[src/rtl/wdt_keyed_pkg.sv]
package wdt_keyed_pkg;

    localparam logic [31:0] UNLOCK_KEY = 32'hF1D0_DEAD;

    typedef enum logic [1:0] {
        REG_COUNT  = 2'd0,
        REG_THRESH = 2'd1,
        REG_ENABLE = 2'd2,
        REG_SAFETY = 2'd3
    } reg_sel_e;

    localparam int WARN_BIT   = 8;
    localparam int EXPIRE_BIT = 9;
    localparam int N_FLAGS    = 2;
    localparam int FLAG_WARN   = 0;
    localparam int FLAG_EXPIRE = 1;

endpackage

[src/rtl/wdt_keyed_gate.sv]
module wdt_keyed_gate
    import wdt_keyed_pkg::*;
#(
    parameter int DATA_W = 32,
    parameter logic [DATA_W-1:0] KEY = DATA_W'(UNLOCK_KEY)
) (
    input  logic              clk,
    input  logic              rst_n,
    input  logic              we_i,
    input  reg_sel_e          sel_i,
    input  logic [DATA_W-1:0] wdata_i,
    output logic              commit_o,
    output logic              armed_o
);

    typedef struct packed {
        logic armed;
    } gate_t;

    gate_t st_d, st_q;

    always_comb begin
        st_d = st_q;
        if (we_i) begin
            if (sel_i == REG_SAFETY) begin
                st_d.armed = (wdata_i == KEY);
            end else begin
                st_d.armed = 1'b0;
            end
        end
    end

    always_ff @(posedge clk or negedge rst_n) begin
        if (!rst_n) begin
            st_q <= '0;
        end else begin
            st_q <= st_d;
        end
    end

    assign commit_o = we_i && (sel_i != REG_SAFETY) && st_q.armed;
    assign armed_o  = st_q.armed;

endmodule

[src/rtl/wdt_keyed_counter.sv]
module wdt_keyed_counter #(
    parameter int W = 32
) (
    input  logic         clk,
    input  logic         rst_n,
    input  logic         load_i,
    input  logic [W-1:0] load_val_i,
    input  logic         run_i,
    input  logic         tick_i,
    output logic [W-1:0] cnt_o
);

    localparam logic [W-1:0] ONE  = W'(1);
    localparam logic [W-1:0] ZERO = '0;

    typedef struct packed {
        logic [W-1:0] cnt;
    } cnt_t;

    cnt_t st_d, st_q;

    always_comb begin
        st_d = st_q;
        if (load_i) begin
            st_d.cnt = load_val_i;
        end else if (run_i && tick_i && (st_q.cnt != ZERO)) begin
            st_d.cnt = st_q.cnt - ONE;
        end
    end

    always_ff @(posedge clk or negedge rst_n) begin
        if (!rst_n) begin
            st_q.cnt <= '1;
        end else begin
            st_q <= st_d;
        end
    end

    assign cnt_o = st_q.cnt;

endmodule

[src/rtl/wdt_keyed_flags.sv]
module wdt_keyed_flags
    import wdt_keyed_pkg::*;
#(
    parameter int W = 32
) (
    input  logic               clk,
    input  logic               rst_n,
    input  logic               run_i,
    input  logic [W-1:0]       cnt_i,
    input  logic [W-1:0]       thr_i,
    input  logic [N_FLAGS-1:0] clr_i,
    output logic [N_FLAGS-1:0] flags_o
);

    typedef struct packed {
        logic [N_FLAGS-1:0] flags;
    } flag_t;

    flag_t st_d, st_q;
    logic [N_FLAGS-1:0] evt;

    always_comb begin
        evt              = '0;
        evt[FLAG_WARN]   = run_i && (thr_i != '0) && (cnt_i == thr_i);
        evt[FLAG_EXPIRE] = run_i && (cnt_i == '0);
    end

    always_comb begin
        st_d = st_q;
        for (int i = 0; i < N_FLAGS; i++) begin
            st_d.flags[i] = (st_q.flags[i] & ~clr_i[i]) | evt[i];
        end
    end

    always_ff @(posedge clk or negedge rst_n) begin
        if (!rst_n) begin
            st_q <= '0;
        end else begin
            st_q <= st_d;
        end
    end

    assign flags_o = st_q.flags;

endmodule

[src/rtl/wdt_keyed.sv]
module wdt_keyed
    import wdt_keyed_pkg::*;
#(
    parameter int DATA_W = 32,
    parameter int ADDR_W = 4
) (
    input  logic              clk,
    input  logic              rst_n,
    input  logic              tick_i,
    input  logic [ADDR_W-1:0] bus_addr_i,
    input  logic              bus_we_i,
    input  logic [DATA_W-1:0] bus_wdata_i,
    output logic [DATA_W-1:0] bus_rdata_o,
    input  logic [DATA_W-1:0] stat_clr_i,
    output logic [DATA_W-1:0] status_o,
    output logic              irq_warn_o,
    output logic              irq_expire_o
);

    localparam int SEL_LSB = 2;

    typedef struct packed {
        logic [DATA_W-1:0] thr;
        logic              en;
    } regs_t;

    regs_t    regs_d, regs_q;
    reg_sel_e sel;
    logic     commit;
    logic     armed;
    logic     load_cnt;
    logic [DATA_W-1:0]  cnt_w;
    logic [DATA_W-1:0]  thr_w;
    logic               en_w;
    logic [N_FLAGS-1:0] clr_w;
    logic [N_FLAGS-1:0] flags_w;

    assign sel = reg_sel_e'(bus_addr_i[SEL_LSB +: 2]);

    wdt_keyed_gate #(
        .DATA_W (DATA_W)
    ) u_gate (
        .clk      (clk),
        .rst_n    (rst_n),
        .we_i     (bus_we_i),
        .sel_i    (sel),
        .wdata_i  (bus_wdata_i),
        .commit_o (commit),
        .armed_o  (armed)
    );

    always_comb begin
        regs_d = regs_q;
        if (commit && sel == REG_THRESH) begin
            regs_d.thr = bus_wdata_i;
        end
        if (commit && sel == REG_ENABLE) begin
            regs_d.en = bus_wdata_i[0];
        end
    end

    always_ff @(posedge clk or negedge rst_n) begin
        if (!rst_n) begin
            regs_q <= '0;
        end else begin
            regs_q <= regs_d;
        end
    end

    assign thr_w    = regs_q.thr;
    assign en_w     = regs_q.en;
    assign load_cnt = commit && (sel == REG_COUNT);

    wdt_keyed_counter #(
        .W (DATA_W)
    ) u_counter (
        .clk        (clk),
        .rst_n      (rst_n),
        .load_i     (load_cnt),
        .load_val_i (bus_wdata_i),
        .run_i      (en_w),
        .tick_i     (tick_i),
        .cnt_o      (cnt_w)
    );

    always_comb begin
        clr_w              = '0;
        clr_w[FLAG_WARN]   = stat_clr_i[WARN_BIT];
        clr_w[FLAG_EXPIRE] = stat_clr_i[EXPIRE_BIT];
    end

    wdt_keyed_flags #(
        .W (DATA_W)
    ) u_flags (
        .clk     (clk),
        .rst_n   (rst_n),
        .run_i   (en_w),
        .cnt_i   (cnt_w),
        .thr_i   (thr_w),
        .clr_i   (clr_w),
        .flags_o (flags_w)
    );

    always_comb begin
        status_o             = '0;
        status_o[WARN_BIT]   = flags_w[FLAG_WARN];
        status_o[EXPIRE_BIT] = flags_w[FLAG_EXPIRE];
    end

    assign irq_warn_o   = flags_w[FLAG_WARN];
    assign irq_expire_o = flags_w[FLAG_EXPIRE];

    always_comb begin
        unique case (sel)
            REG_COUNT:  bus_rdata_o = cnt_w;
            REG_THRESH: bus_rdata_o = thr_w;
            REG_ENABLE: bus_rdata_o = {{(DATA_W-1){1'b0}}, en_w};
            default:    bus_rdata_o = '0;
        endcase
    end

    logic unused_inputs;
    assign unused_inputs = ^{stat_clr_i, bus_addr_i, armed};

endmodule

[config.mk]
export PLATFORM = sky130hd
export DESIGN_NAME = wdt_keyed
export DESIGN_NICKNAME = d
export VERILOG_FILES = /design/src/rtl/wdt_keyed_pkg.sv /design/src/rtl/wdt_keyed_gate.sv /design/src/rtl/wdt_keyed_counter.sv /design/src/rtl/wdt_keyed_flags.sv /design/src/rtl/wdt_keyed.sv
export SDC_FILE = /design/constraint.sdc
export NUM_CORES = 1
export LEC_CHECK = 0
export BUFFER_PORTS_ARGS = -buffer_cell sky130_fd_sc_hd__buf_4
export CAP_MARGIN = 20
export CORE_UTILIZATION = 55
export CTS_BUF_LIST = sky130_fd_sc_hd__clkbuf_4
export DETAILED_ROUTE_END_ITERATION = 7
export GPL_TIMING_DRIVEN = 0
export HOLD_SLACK_MARGIN = 0.08
export PLACE_DENSITY = 0.88
export SETUP_SLACK_MARGIN = 0.5
export SLEW_MARGIN = 10
export SYNTH_ARGS = -nofsm -noshare
export SYNTH_HDL_FRONTEND = slang
export SYNTH_HIERARCHICAL = 1
export SYNTH_SLANG_ARGS = --single-unit
[constraint.sdc]
create_clock -name clk -period 4.6 [get_ports clk]
set_input_delay 0.92 -clock clk [delete_from_list [all_inputs] [get_ports clk]]
set_output_delay 0.92 -clock clk [all_outputs]
set_load 0.02 [all_outputs]
==> results of run 1 <==
cells in the final DEF, fill, tap and decap left out, types with 15 or more instances in the layout:
master | netlist | layout
buf_4 | 35 | 110
mux2_4 | 30 | 30
xor2_1 | 32 | 32
dfrtp_1 | 36 | 36
dfstp_2 | 32 | 32
clkbuf_1 | 15 | 15
nor2_1 | 55 | 55
or4_1 | 23 | 23
nor4_1 | 29 | 29
mux2i_1 | 34 | 34
conb_1 | 1 | 30
nand2_1 | 24 | 24
nand3_1 | 17 | 17
cell families after synthesis:
kind of cell / count (synthesis)
AND/OR/NAND/NOR: 212
flip-flops: 68
multiplexers: 67
buffers and inverters: 65
AO/OA/AOI/OAI: 59
XOR/XNOR: 34
adder cells (fa/ha/maj): 1
other: 1
critical path: stages:
cell and delay, ns:
buf_4 0.12, buf_4 0.17, buf_2 0.25, nor3b_1 0.21
clkbuf_1 0.56, clkbuf_1 0.57, clkbuf_1 0.64, nor2_1 0.11
nand4_1 0.12, nand3_1 0.09
power breakdown:
group          total, mW  internal [mW]  leakage [nW]  switching [mW]
logic              0.122         0.0507          2.15          0.0714
clock network      0.346          0.125        0.0685           0.221
registers          0.599          0.599         0.833   0.00000000149
worst max path at each step:
stage | from | end | cells after the start
after floorplan | bus_addr_i[2] | bus_rdata_o[11] | 4
after detailed placement | bus_addr_i[2] | u_counter/cnt_o[21] | 10
after global routing | bus_addr_i[2] | u_counter/cnt_o[10] | 10
after CTS | bus_addr_i[2] | u_counter/cnt_o[21] | 10
final | bus_addr_i[2] | u_counter/cnt_o[21] | 10
after global placement | bus_addr_i[2] | u_counter/cnt_o[21] | 10
state kept, by name, indices dropped and copies added (netlist names):
signal	cells
thr_w	32
u_counter/cnt_o	32
en_w	1
u_gate/armed_o	1
u_flags/flags_o	2
per-layer routing:
metal | global-route usage | routed length [um]
met3 | 0.0484 | 1450
met5 | 0 | 0
met2 | 0.573 | 7810
met1 | 0.483 | 6800
met4 | 0.175 | 736
cell type report:
type                    count  area share
multi-input cells         403       0.496
flip-flops and latches     68       0.297
repair buffers             75      0.0961
plain buffers              58      0.0645
well taps                 108      0.0231
clock buffers              12      0.0154
inverters                   7     0.00449
clock inverters             4     0.00320
stage by stage:
step           total power [mW]  setup slack, ns   util
6_report                   1.07             1.17  0.672
5_1_grt                    1.10             1.13  0.672
4_1_cts                    1.07             1.31  0.672
3_5_place_dp              0.730            0.889  0.659
3_3_place_gp              0.730            0.887  0.659
2_1_floorplan             0.673             1.97      -
==> impl_table.tex, run 1 <==
\begin{tabular}{lr}
\hline
Metric & Value \\
\hline
\multicolumn{2}{l}{\textbf{STA}} \\
\quad Count of pins over their slew limit & 0 \\
\quad Fin Setup TNS & 0 ns \\
\quad Final number of setup-violating endpoints & 0 \\
\quad Max-slew headroom & 0.418 \\
\quad Fin crit period & 3.43 ns \\
\quad Unrepaired setup endpoints after global routing & false \\
\quad Final hold slack & 0.500 ns \\
\quad Transition time at the pin with the least slew margin & roughly 0.87 ns \\
\quad Clock skew & between 0.02 and 0.025 ns \\
\quad Highest attainable clock frequency & 0.292 GHz \\
\quad Fin crit share & 0.745 \\
\quad Final Hold Fails & 0 \\
\multicolumn{2}{l}{\textbf{Floorplanning}} \\
\quad Area of the placeable core & roughly 0.0087 mm\^{}2 \\
\quad Die X-Extent & about 97 um \\
\quad Die height & 96.8 um \\
\quad Site Rows & 34 \\
\quad Ports placed on the boundary & approximately 140 \\
\quad Die ar. & 0.00937 mm\^{}2 \\
\quad Starting density of the core & 0.567 \\
\multicolumn{2}{l}{\textbf{Logic synthesis}} \\
\quad Complex-gate fraction of the synthesized area & 0.0886 \\
\quad Area share of the largest cell type after synthesis & 0.182 \\
\quad Number of warnings reported in the yosys synthesis log & 6 \\
\quad Mux share of post-synthesis cell area & 0.167 \\
\quad Post-synthesis simple-gate area fraction & 0.247 \\
\quad Leading cell type by number of instances after synthesis & nor2\_1 \\
\quad Share of the yosys chip area belonging to registers & 0.352 \\
\quad Area share of xor/xnor cells in the synthesized design & 0.0603 \\
\quad Average size of a mapped cell & 9.75 um\^{}2 \\
\quad Number of synthesized flops with an enable pin & 0 \\
\quad Cell count after synthesis & about 500 \\
\quad Async set or reset register ratio after synthesis & 1.00 \\
\quad Dominant combinational cell family by area after synthesis & simple AND/OR/NAND/NOR gates \\
\quad Flop and latch count out of synthesis & 68 \\
\quad Cell area after synthesis & 0.00494 mm\^{}2 \\
\quad Netlist cell types & slightly below 60 \\
\quad Dominant cells by area after synthesis & dfrtp\_1 (18\%), dfstp\_2 (17\%), mux2\_4 (9.1\%), mux2i\_1 (6.9\%), xor2\_1 (5.7\%) \\
\quad Commonest register cell after synthesis & dfrtp\_1 \\
\quad Adder-cell share of the synthesized area & 0.00253 \\
\quad Top cell types by occurrence after synthesis & nor2\_1 (55), dfrtp\_1 (36), buf\_4 (35), mux2i\_1 (34) \\
\quad Most area-hungry cell type in the Yosys netlist & dfrtp\_1 \\
\multicolumn{2}{l}{\textbf{Clock tree}} \\
\quad Maximum level of the CTS H-tree & 3 \\
\quad Count of hold buffers inserted by post-cts repair & 0 \\
\quad CTS tree & yes \\
\quad Num CTS Buffers & 9 \\
\quad Source-to-sink clock delay at the later pin of the worst-skew pair & between 0.4 and 0.5 ns \\
\quad Number of buffers added for setup after CTS & 0 \\
\quad Root Driver & clkbuf\_4 \\
\quad Number of buffers between clock root and the deepest sink & 2 \\
\quad \# clock sinks & 68 \\
\quad Post-cts repair resize count & 0 \\
\quad Clock slew seen by the registers of the worst setup and hold paths & roughly 0.12 ns \\
\multicolumn{2}{l}{\textbf{Detailed routing}} \\
\quad 1st-pass router iterations & 5 \\
\quad 1st-iter DRT viols & 371 \\
\quad Total number of vias & 4780 \\
\quad Count of nets left with antenna violations after detail routing & 0 \\
\quad Post-Route WL & $\sim$17000 um \\
\quad Post-DR wirelength/cell & $\sim$23 um \\
\quad Number of remaining DRC errors & 0 \\
\quad Drt via density & 6.50 \\
\multicolumn{2}{l}{\textbf{Worst setup path}} \\
\quad Biggest fanout along the worst timing path & 10 \\
\quad Critical register-to-register path endpoint & u\_counter/cnt\_o[21] \\
\quad Launch instance of the worst register-to-register path & u\_gate/armed\_o \\
\quad Req. time, crit path & just under 5 ns \\
\quad Crit path launch type & input pin \\
\quad Kind of capture point of the worst setup path & flip-flop \\
\quad Crit Path Class & in2reg \\
\quad Number of cell instances on the worst register-to-register path & 9 \\
\quad Critical Path AT & 3.78 ns \\
\quad Reg-to-reg slack, setup & $\sim$1.5 ns \\
\multicolumn{2}{l}{\textbf{Min path}} \\
\quad Worst hold path cell count & 2 \\
\quad HP Class & reg2reg \\
\quad Worst hold path endpoint & u\_gate/armed\_o \\
\quad Worst hold start & u\_gate/armed\_o \\
\multicolumn{2}{l}{\textbf{Global routing}} \\
\quad Via count of the first global-routing pass & 4438 \\
\quad Global-route wire length before repair & 25600 um \\
\quad Overflow after GRT & 0 \\
\quad Antenna violations before repair & 0 \\
\quad Overall routing resource usage & 0.360 \\
\quad Maximum number of pins on one net before global-route repair & 69 \\
\multicolumn{2}{l}{\textbf{Power and ir drop}} \\
\quad Worst VDD drop & 0.0905 mV \\
\quad Leakage & 3.05 nW \\
\quad Power per cell area & 182 mW/mm\^{}2 \\
\multicolumn{2}{l}{\textbf{Placed design}} \\
\quad Cell count after placement & 719 \\
\quad Placed standard-cell area & 0.00575 mm\^{}2 \\
\quad PortBufs & 75 \\
\quad Detailed placer's ending HPWL & 12300 um \\
\quad Weighted congestion reported at the end of routability-driven placement & 0.945 \\
\multicolumn{2}{l}{\textbf{Layout}} \\
\quad Number of standard cells in the layout, taps in and fillers out & around 740 \\
\quad Layout cells sized above 1 & 0.343 \\
\quad Number of inserted filler cells in the final layout & 746 \\
\quad Area taken by multi-input logic gates & 0.00291 mm\^{}2 \\
\quad Antenna Diode Count & 0 \\
\quad Register Area & 0.00174 mm\^{}2 \\
\quad Layout area overhead & 18.5\% \\
\quad Number of nets in the final layout & 695 \\
\quad Layout Cell Area excl Fill & approximately 0.006 mm\^{}2 \\
\multicolumn{2}{l}{\textbf{Run status}} \\
\quad Outcome & finished, final reports clean \\
\multicolumn{2}{l}{\textbf{Job}} \\
\quad Max-cap violations & 0 \\
\hline
\end{tabular}
No activity file was read; power rests on OpenSTA's default activity.
==> run 2, diff against run 1 <==
--- a/config.mk
+++ b/config.mk
@@ -5,6 +5,7 @@
 export SDC_FILE = /design/constraint.sdc
 export NUM_CORES = 1
 export LEC_CHECK = 0
+export ABC_AREA = 1
 export BUFFER_PORTS_ARGS = -buffer_cell sky130_fd_sc_hd__buf_4
 export CAP_MARGIN = 20
 export CORE_UTILIZATION = 55
@@ -12,7 +13,7 @@
 export DETAILED_ROUTE_END_ITERATION = 7
 export GPL_TIMING_DRIVEN = 0
 export HOLD_SLACK_MARGIN = 0.08
-export PLACE_DENSITY = 0.88
+export PLACE_DENSITY = 0.87
 export SETUP_SLACK_MARGIN = 0.5
 export SLEW_MARGIN = 10
 export SYNTH_ARGS = -nofsm -noshare
==> constraint.sdc (replaced) <==
create_clock -name clk -period 3.5 [get_ports clk]
set_input_delay 0.7 -clock clk [delete_from_list [all_inputs] [get_ports clk]]
set_output_delay 0.7 -clock clk [all_outputs]
set_load 0.02 [all_outputs]
==> run 2 against run 1 <==
Against the previous run: the run now ends with DRC left; critical endpoint is now u_counter/cnt_o[24]; combinational power is 70% higher; largest power group unchanged; utilization is 1.3 points lower; final area is 15% higher; worst setup slack worse by 0.36 ns; global-route usage is 0.84 points higher; critical path type unchanged; clock power is 34% higher; sequential power is 32% higher; largest cell class unchanged; highest routed layer unchanged.
==> impl_table.tex, run 2 <==
\begin{tabular}{lr}
\hline
Metric & Value \\
\hline
\multicolumn{2}{l}{\textbf{Run status}} \\
\quad Outcome & finished, violations left (was finished, final reports clean) \\
\quad Violations in the final reports & DRC \\
\multicolumn{2}{l}{\textbf{Clock tree}} \\
\quad Num CTS Buffers & 9 (unchanged) \\
\quad CTS tree & yes (unchanged) \\
\quad Source-to-sink clock delay at the later pin of the worst-skew pair & 0.44 ns (was 0.43 ns) \\
\quad Count of hold buffers inserted by post-cts repair & 0 (unchanged) \\
\quad Root Driver & clkbuf\_4 (unchanged) \\
\quad Number of buffers added for setup after CTS & 0 (unchanged) \\
\quad Post-cts repair resize count & 0 (unchanged) \\
\quad Clock slew seen by the registers of the worst setup and hold paths & 0.13 ns (was 0.12 ns) \\
\quad Maximum level of the CTS H-tree & 3 (unchanged) \\
\quad \# clock sinks & 68 (unchanged) \\
\quad Number of buffers between clock root and the deepest sink & 2 (unchanged) \\
\multicolumn{2}{l}{\textbf{Logic synthesis}} \\
\quad Average size of a mapped cell & 6.01 um\^{}2 (was 9.75 um\^{}2) \\
\quad Commonest register cell after synthesis & dfrtp\_1 (unchanged) \\
\quad Netlist cell types & 36 (was 59) \\
\quad Area share of the largest cell type after synthesis & 0.258 (was 0.182) \\
\quad Cell count after synthesis & 967 (was 507) \\
\quad Number of warnings reported in the yosys synthesis log & 6 (unchanged) \\
\quad Share of the yosys chip area belonging to registers & 0.299 (was 0.352) \\
\quad Flop and latch count out of synthesis & 68 (unchanged) \\
\quad Most area-hungry cell type in the Yosys netlist & nand2\_1 (was dfrtp\_1) \\
\quad Async set or reset register ratio after synthesis & 1.00 (unchanged) \\
\quad Number of synthesized flops with an enable pin & 0 (unchanged) \\
\quad Top cell types by occurrence after synthesis & nand2\_1 (399), nor2\_1 (106), inv\_1 (100), nand3\_1 (99), nand4\_1 (45) (was nor2\_1 (55), dfrtp\_1 (36), buf\_4 (35), mux2i\_1 (34)) \\
\quad Dominant cells by area after synthesis & nand2\_1 (26\%), dfrtp\_1 (15\%), dfstp\_2 (14\%), nand3\_1 (8.5\%), nor2\_1 (6.8\%) (was dfrtp\_1 (18\%), dfstp\_2 (17\%), mux2\_4 (9.1\%), mux2i\_1 (6.9\%), xor2\_1 (5.7\%)) \\
\quad Leading cell type by number of instances after synthesis & nand2\_1 (was nor2\_1) \\
\quad Cell area after synthesis & 0.00582 mm\^{}2 (was 0.00494 mm\^{}2) \\
\multicolumn{2}{l}{\textbf{STA}} \\
\quad Final Hold Fails & 0 (unchanged) \\
\quad Max-slew headroom & 0.395 (was 0.418) \\
\quad Unrepaired setup endpoints after global routing & false (unchanged) \\
\quad Final number of setup-violating endpoints & 0 (unchanged) \\
\quad Count of pins over their slew limit & 0 (unchanged) \\
\quad Transition time at the pin with the least slew margin & 0.908 ns (was 0.873 ns) \\
\quad Fin crit share & 0.768 \\
\quad Highest attainable clock frequency & 0.372 GHz \\
\quad Clock skew & 0.0243 ns (was 0.0228 ns) \\
\quad Fin Setup TNS & 0 ns (unchanged) \\
\quad Fin crit period & 2.69 ns \\
\multicolumn{2}{l}{\textbf{Placed design}} \\
\quad Weighted congestion reported at the end of routability-driven placement & 0.997 (was 0.945) \\
\quad PortBufs & 75 (unchanged) \\
\quad Detailed placer's ending HPWL & 14200 um (was 12300 um) \\
\quad Placed standard-cell area & 0.00666 mm\^{}2 (was 0.00575 mm\^{}2) \\
\multicolumn{2}{l}{\textbf{Layout}} \\
\quad Top library cells by usage in the layout, fill and taps aside & nand2\_1 (399), buf\_4 (109), nor2\_1 (106), inv\_1 (100), nand3\_1 (99) (was buf\_4 (110), nor2\_1 (55), dfrtp\_1 (36), mux2i\_1 (34)) \\
\quad Antenna Diode Count & 0 (unchanged) \\
\quad Layout Cell Area excl Fill & 0.00677 mm\^{}2 (was 0.00586 mm\^{}2) \\
\quad Layout area overhead & 16.3\% (was 18.5\%) \\
\quad Layout cells sized above 1 & 0.194 (was 0.343) \\
\quad Most frequent standard cell in the layout excluding fill and tap cells & nand2\_1 (was buf\_4) \\
\quad Number of nets in the final layout & 1155 (was 695) \\
\multicolumn{2}{l}{\textbf{Worst setup path}} \\
\quad Reg-to-reg slack, setup & 1.00 ns (was 1.46 ns) \\
\quad Kind of capture point of the worst setup path & flip-flop (unchanged) \\
\quad Cell with the largest stage delay on the worst path & clkbuf\_1 (unchanged) \\
\quad Critical register-to-register path endpoint & u\_counter/cnt\_o[24] (was u\_counter/cnt\_o[21]) \\
\quad Biggest fanout along the worst timing path & 10 (unchanged) \\
\quad Req. time, crit path & 3.87 ns (was 4.95 ns) \\
\quad Crit Path Class & in2reg (unchanged) \\
\quad Critical Path AT & 3.06 ns (was 3.78 ns) \\
\quad Critical path's largest stage delay & 0.51 ns (was 0.64 ns) \\
\quad Cell repeated most along the worst path & clkbuf\_1 (unchanged) \\
\quad Ordered list of cells on the worst path & buf\_4, buf\_2, buf\_2, nor3b\_1, clkbuf\_1, clkbuf\_1, clkbuf\_1, nand2\_1, nand3\_1 (was buf\_4, buf\_4, buf\_2, nor3b\_1, clkbuf\_1, clkbuf\_1, clkbuf\_1, nor2\_1, nand4\_1, nand3\_1) \\
\quad Crit path launch type & input pin (unchanged) \\
\quad Number of cell instances on the worst register-to-register path & 9 (unchanged) \\
\quad Launch instance of the worst register-to-register path & u\_gate/armed\_o (unchanged) \\
\multicolumn{2}{l}{\textbf{Power and ir drop}} \\
\quad Switching share of power & 0.298 (was 0.274) \\
\quad Internal power summed over all cells & 1.02 mW (was 0.775 mW) \\
\quad Leakage & 3.77 nW (was 3.05 nW) \\
\quad Power share of the combinational group & 0.142 (was 0.114) \\
\quad Sequential cell fraction of total power & 0.540 (was 0.561) \\
\quad Worst VDD drop & 0.143 mV (was 0.0905 mV) \\
\quad Power per cell area & 216 mW/mm\^{}2 (was 182 mW/mm\^{}2) \\
\quad Reported net switching power & 0.435 mW (was 0.292 mW) \\
\quad Portion of total power attributed to the clock network & 0.318 (was 0.324) \\
\multicolumn{2}{l}{\textbf{Global routing}} \\
\quad Maximum number of pins on one net before global-route repair & 69 (unchanged) \\
\quad Global-route wire length before repair & 31100 um (was 25600 um) \\
\quad Overflow after GRT & 0 (unchanged) \\
\quad Antenna violations before repair & 0 (unchanged) \\
\quad Via count of the first global-routing pass & 6004 (was 4438) \\
\quad Overall routing resource usage & 0.368 (was 0.360) \\
\multicolumn{2}{l}{\textbf{Min path}} \\
\quad HP Class & in2async (was reg2reg) \\
\multicolumn{2}{l}{\textbf{Floorplanning}} \\
\quad Die X-Extent & 105 um (was 96.8 um) \\
\quad Die height & 105 um (was 96.8 um) \\
\quad Site Rows & 37 (was 34) \\
\quad Area of the placeable core & 0.0103 mm\^{}2 (was 0.00872 mm\^{}2) \\
\quad Die ar. & 0.0110 mm\^{}2 (was 0.00937 mm\^{}2) \\
\quad Ports placed on the boundary & 138 (unchanged) \\
\quad Starting density of the core & 0.566 (was 0.567) \\
\multicolumn{2}{l}{\textbf{Detailed routing}} \\
\quad Drt via density & 5.42 (was 6.50) \\
\quad Total number of vias & 6633 (was 4780) \\
\quad Number of remaining DRC errors & 2 (was 0) \\
\quad 1st-iter DRT viols & 767 (was 371) \\
\quad 1st-pass router iterations & 7 (was 5) \\
\quad Post-Route WL & 19400 um (was 16800 um) \\
\quad Count of nets left with antenna violations after detail routing & 0 (unchanged) \\
\quad Post-DR wirelength/cell & 15.9 um (was 22.8 um) \\
\multicolumn{2}{l}{\textbf{Job}} \\
\quad Max-cap violations & 0 (unchanged) \\
\hline
\end{tabular}
==> run 2: final cells by class <==
cell class	count	area (um^2)
Clock buffer	12	90.1
Buffer	67	419
Inverter	104	390
Clock inverter	4	17.5
Tap cell	136	170
Sequential cell	68	1740
Fill cell	1006	3510
Timing Repair Buffer	75	563
Multi-Input combinational cell	757	3370
==> run 2: through the flow <==
step / power (mW) / instances / setup WS (ns) / hold slack [ns] / util
floorplan: 0.903 / 996 / 1.30 / 0.404 / -
global placement: 1.00 / 1207 / 0.501 / 0.464 / 0.648
detailed placement: 1.00 / 1207 / 0.485 / 0.468 / 0.648
CTS: 1.46 / 1223 / 0.918 / 0.405 / 0.658
global route: 1.51 / 1223 / 0.674 / 0.435 / 0.658
finish: 1.46 / 1223 / 0.812 / 0.357 / 0.658
==> run 2: per-layer routing <==
layer  up-vias  GRT usage  part of all wire
li1       3189          -                 -
met5         -          0                 0
met4         0      0.160             0.033
met3        48     0.0680              0.11
met1      3009      0.505              0.41
met2       387      0.567              0.45
==> run 2: cells by family after synthesis <==
kind of cell | count (synthesis) | share of synthesized area
buf+inv | 171 | 0.139
compound gates | 34 | 0.0381
simple gates | 677 | 0.498
other cells | 1 | 0.000645
fa+ha+maj | 1 | 0.00215
flops | 68 | 0.299
xor+xnor | 15 | 0.0226
==> run 2: power groups by stage <==
stage	clock (mW)	sequential (mW)	combinational (mW)
finish	0.464	0.788	0.207
global route	0.507	0.788	0.219
CTS	0.470	0.788	0.203
detailed placement	0	0.801	0.202
global placement	0	0.801	0.202
floorplan	0	0.801	0.102
==> run 2: how the worst max path moves through the flow <==
stage	depth (start not counted)	start	end	slack, ns
floorplan	12	bus_addr_i[2]	u_counter/cnt_o[15]	1.30
global placement	9	bus_addr_i[2]	u_counter/cnt_o[25]	0.50
detailed placement	9	bus_addr_i[2]	u_counter/cnt_o[25]	0.49
CTS	9	bus_addr_i[2]	u_counter/cnt_o[24]	0.92
global route	11	bus_addr_i[3]	u_counter/cnt_o[29]	0.67
finish	9	bus_addr_i[2]	u_counter/cnt_o[24]	0.81
==> run 2: worst max-delay path, delay by kind of cell <==
kind	cells	cell delay, ns
buf+inv	6	1.88
simple gates	3	0.47
